`src/rtl/can_fault_conf.sv`:
```
module can_fault_conf #(
  parameter int SYNC_BITS  = 11,
  parameter int RECOV_SEQS = 128,
  parameter int WARN_LIM   = 96
) (
  input  logic       clk,
  input  logic       rst_n,
  input  logic       enable,
  input  logic       wake,
  input  logic       samp_en,
  input  logic       samp_dom,
  input  logic       ev_bit_err,
  input  logic       ev_stuff_err,
  input  logic       ev_form_err,
  input  logic       ev_crc_err,
  input  logic       ev_ack_err,
  input  logic       ev_rx_ok,
  input  logic       ev_tx_ok,
  input  logic       ev_first_dom,
  input  logic       is_tx,
  input  logic       in_aflag,
  input  logic       arb_stuff,
  input  logic       ack_quiet,
  output logic [7:0] rec,
  output logic [8:0] tec,
  output logic [1:0] state,
  output logic       warn,
  output logic       sync,
  output logic       drv_en
);
  localparam int BW = (SYNC_BITS  > 1) ? $clog2(SYNC_BITS)  : 1;
  localparam int SW = (RECOV_SEQS > 1) ? $clog2(RECOV_SEQS) : 1;

  logic [BW-1:0] bitcnt;
  logic [SW-1:0] seqcnt;
  logic [7:0]    rec_nx;
  logic [8:0]    tec_nx;

  wire busoff   = tec[8];
  wire passive  = rec[7] | tec[7];
  wire any_err  = ev_bit_err | ev_stuff_err | ev_form_err | ev_crc_err | ev_ack_err;
  wire rx_big   = !is_tx && ((ev_bit_err && in_aflag) || ev_first_dom);
  wire rx_small = !is_tx && any_err;
  wire tx_hit   = is_tx && (ev_bit_err || ev_form_err || ev_crc_err ||
                            (ev_stuff_err && !arb_stuff) ||
                            (ev_ack_err && !(passive && ack_quiet)));
  wire bit_done = samp_en && !samp_dom && (bitcnt == BW'(SYNC_BITS - 1));

  always_comb begin
    rec_nx = rec;
    if (rx_big || rx_small) begin
      if (!rec[7]) rec_nx = rec + (rx_big ? 8'd8 : 8'd1);
    end else if (ev_rx_ok && rec != 8'd0) begin
      rec_nx = rec - 8'd1;
    end
    tec_nx = tec;
    if (tx_hit) tec_nx = tec + 9'd8;
    else if (ev_tx_ok && tec != 9'd0) tec_nx = tec - 9'd1;
  end

  always_ff @(posedge clk) begin
    if (!rst_n || !enable) begin
      rec    <= '0;
      tec    <= '0;
      sync   <= 1'b1;
      bitcnt <= '0;
      seqcnt <= '0;
    end else if (wake) begin
      sync   <= 1'b1;
      bitcnt <= '0;
      seqcnt <= '0;
    end else if (sync || busoff) begin
      if (samp_en) bitcnt <= (samp_dom || bit_done) ? '0 : bitcnt + 1'b1;
      if (bit_done) begin
        if (sync) sync <= 1'b0;
        else if (seqcnt == SW'(RECOV_SEQS - 1)) begin
          seqcnt <= '0;
          rec    <= '0;
          tec    <= '0;
        end else seqcnt <= seqcnt + 1'b1;
      end
    end else begin
      rec <= rec_nx;
      tec <= tec_nx;
    end
  end

  assign state  = busoff ? 2'b10 : passive ? 2'b01 : 2'b00;
  assign warn   = !busoff && !passive &&
                  (rec >= 8'(WARN_LIM) || tec >= 9'(WARN_LIM));
  assign drv_en = !sync && !busoff;

  p_sync_exit_r2: assert property (@(posedge clk) disable iff (!rst_n)
    $fell(sync) |-> $past(samp_en && !samp_dom));
  p_sync_frozen_r13: assert property (@(posedge clk) disable iff (!rst_n)
    (sync && enable && !wake) |=> ($stable(rec) && $stable(tec)));
  p_rec_cap_r6: assert property (@(posedge clk) disable iff (!rst_n)
    rec[7] |=> (rec <= $past(rec)));
  p_tec_step_r4: assert property (@(posedge clk) disable iff (!rst_n)
    !tec[8] |=> ({1'b0, tec} <= {1'b0, $past(tec)} + 10'd8));
  p_busoff_exit_r12: assert property (@(posedge clk) disable iff (!rst_n)
    $fell(tec[8]) |-> (tec == 9'd0 && rec == 8'd0));
  p_busoff_drv_r11: assert property (@(posedge clk) disable iff (!rst_n)
    (tec[8] && $past(tec[8]) && !$past(samp_en)) |-> ($stable(tec) && !drv_en));
endmodule

```
`config.mk`:
```
export PLATFORM = sky130hd
export DESIGN_NAME = can_fault_conf
export DESIGN_NICKNAME = d
export VERILOG_FILES = /design/src/rtl/can_fault_conf.sv
export SDC_FILE = /design/constraint.sdc
export NUM_CORES = 1
export LEC_CHECK = 0
export BUFFER_PORTS_ARGS = -buffer_cell sky130_fd_sc_hd__buf_2
export CAP_MARGIN = 20
export CORE_UTILIZATION = 48
export DETAILED_ROUTE_END_ITERATION = 10
export PLACE_DENSITY_LB_ADDON = 0.12
export RECOVER_POWER = 100
export SYNTH_ARGS = -nofsm -noshare
export SYNTH_HDL_FRONTEND = slang
export SYNTH_SLANG_ARGS = --single-unit
```
`constraint.sdc`:
```
create_clock -name clk -period 2.8 [get_ports clk]
set_input_delay 0.56 -clock clk [delete_from_list [all_inputs] [get_ports clk]]
set_output_delay 0.56 -clock clk [all_outputs]
set_load 0.01 [all_outputs]
```
==> reports/results.ini <==
[die]
die_area_um2 = 4240
start_util = 0.511
coreArea_um2 = 3740
dieHeight_um = 65.2
ios = 40
fp-row-count = 22
fp.dieW_um = 65.2

[synthesis]
syn-instance-count = 239
synth_top_family_by_area = simple AND/OR/NAND/NOR gates
synth_top_area_cell = dfxtp_1
ys_ff_latch = 29
yosys_most_used_dff = dfxtp_1
synth_area_um2 = 1910
yosysSeqAreaShare = 0.303
synthArstFlopShare = 0
synth_area_per_cell_um2 = 8.01
synth_top_area_frac = 0.303
synth_area_leaders = dfxtp_1, ha_1, nor2_1, nand2_1, xnor2_1
ys_warn_count = 0
ys_types = 53
synth_nets = 268
yosys.area_share.simple = 0.262
muxShareOfSynthArea = 0.0105
synth_xor_area_frac = 0.0732
synth_compound_area_frac = 0.231
synthAdderAreaFrac = 0.0719
synth-edff-count = 0

[clock_network]
cts_buffers = 5
cts.sinks = 29
ctsResizeCount = 0
cts_tree = done
cts_root_buffer = clkbuf_8
post-cts-setup-buffers = 0
hold_buffers = 0
insertion_delay_ns = 0.28
clockBufferDepth = 2
cts.htree.levels = 2
path_clk_slew_ns = 0.06

[route]
drt_iter0_drc = 97
dr.pass1.iters = 4
wl_mm = 4.57
antenna_left = 0
vias_per_cell = 5.62
drt-wirelength-per-cell_um = 14.1
vias = 1828
drcViolationCount = 0

[place]
hpwl_mm = 3.43
place_ws_ns = 0.192
io_buffers = 39
place.gp.congestion = 0.842
placed_area_um2 = 2140

[setup_path]
critical_path_class = reg -> reg
cp_max_fo = 10
crit_top_cell = nor2_2
worstPathCellList = or2_0 -> nor2_2 -> a21oi_1 -> a311oi_1 -> nor2_2 -> a22o_1
reg2reg_slack_ns = 0.39
crit_path_start_kind = flip-flop
cp_slowest_cell = or2_0
worstPathArrival_ns = 2.64
end_kind = flip-flop
critPathRequiredTime_ns = 3.03
slowest_delay_ns = 0.56

[grt]
antenna_found_initial = 0
grt_max_degree = 15
grt_use_total = 0.232
grt_pass1_wl_mm = 7.45
grt_pass1_vias = 1591
overflow = 0

[cells_and_area]
nFillCells = 383
drive_gt1_frac = 0.123
antenna-diode-count = 0
area_growth_pct = 14.7
nNetsFinal = 306
final_common_cell = dfxtp_1
finalInstanceArea_um2 = 2200
layout_common_cells = dfxtp_1, nor2_1, nand2_1, clkbuf_1, buf_2

[sta]
finalSetupViolCount = 0
fin_skew_ns = 0.00252
tightestPinTransition_ns = 0.650
max-slew-margin-rel = 0.567
hold_viol_final = 0
fin_crit_ns = 2.41
fin_crit_sh = 0.862
final.setup.worst_slack_ns = 0.387
grt_setup_unrepaired = false
setup_tns_ns = 0
fmax_mhz = 414
drv_slew = 0

[pwr]
peakVddDrop_v = 0.000304
p_leak_nw = 0.848
p_per_area_nw_per_um2 = 409

[outcome]
status = finished, final reports clean

[hold_path]
hp-class = reg -> reg

[flow_run]
cap_violations = 0

## flip-flops by register name (all words and copies together), names as in the netlist
name / flops
tec: 9
rec: 8
bitcnt: 4
seqcnt: 7
sync: 1
## layout make-up
class	count	area, µm²	share of cell area
inverters	14	52.6	0.0239
flip-flops and latches	29	581	0.264
well taps	48	60.1	0.0274
repair buffers	40	174	0.0792
multi-input cells	187	1220	0.558
clock inverters	2	35.0	0.0160
clock buffers	5	68.8	0.0313
## metal layers
layer	GRT usage	wire, µm	vias to the layer above	part of all wire
met2	0.374	2020	63	0.44
met4	0.0978	58	0	0.013
met3	0.0417	292	4	0.064
met5	0	0	-	0
li1	-	-	939	-
met1	0.305	2200	822	0.48
## cell families after synthesis
kind of cell	after synthesis
buffers and inverters	23
XOR/XNOR	16
multiplexers	2
AO/OA/AOI/OAI	60
flip-flops	29
AND/OR/NAND/NOR	98
adder cells (fa/ha/maj)	11
## report_power, final
part / internal (mW) / switching, mW / total (mW) / leakage (nW)
Clock: 0.258 / 0.166 / 0.425 / 0.0540
Combinational: 0.0233 / 0.0364 / 0.0598 / 0.560
Sequential: 0.413 / 0.000729 / 0.414 / 0.234
## path summary, 6_finish.rpt
kind / start / endpoint / depth (start not counted)
worst max-delay path: tec[8] / rec[2] / 6
worst min-delay path: seqcnt[6] / seqcnt[6] / 1
worst max register to register: tec[8] / rec[2] / 6
worst min register to register: seqcnt[6] / seqcnt[6] / 1
## metrics by stage
step	instances	utilization	total power, mW	hold WS [ns]
6_report	325	0.587	0.898	0.492
5_1_grt	325	0.587	0.932	0.518
4_1_cts	325	0.599	0.902	0.492
3_5_place_dp	318	0.571	0.483	0.478
3_3_place_gp	318	0.571	0.483	0.473
2_1_floorplan	239	-	0.458	0.458
## critical path, delay by kind of cell, from the launching register on
family | cells | cell delay (ns)
simple gates | 3 | 0.95
compound gates | 3 | 0.86
flops | 1 | 0.54
## synth_stat cells (4+ instances only)
cell      instances
clkbuf_1          6
o22ai_1           5
inv_1            14
o21ai_0          13
xor2_1            7
a21oi_1          10
nand2_1          23
nand3_1           7
xnor2_1           9
nor3_1           10
nor2_1           27
ha_1             11
nand4_1           4
a22o_1            4
or3_1             4
dfxtp_1          29
No activity file was read; power rests on OpenSTA's default activity.
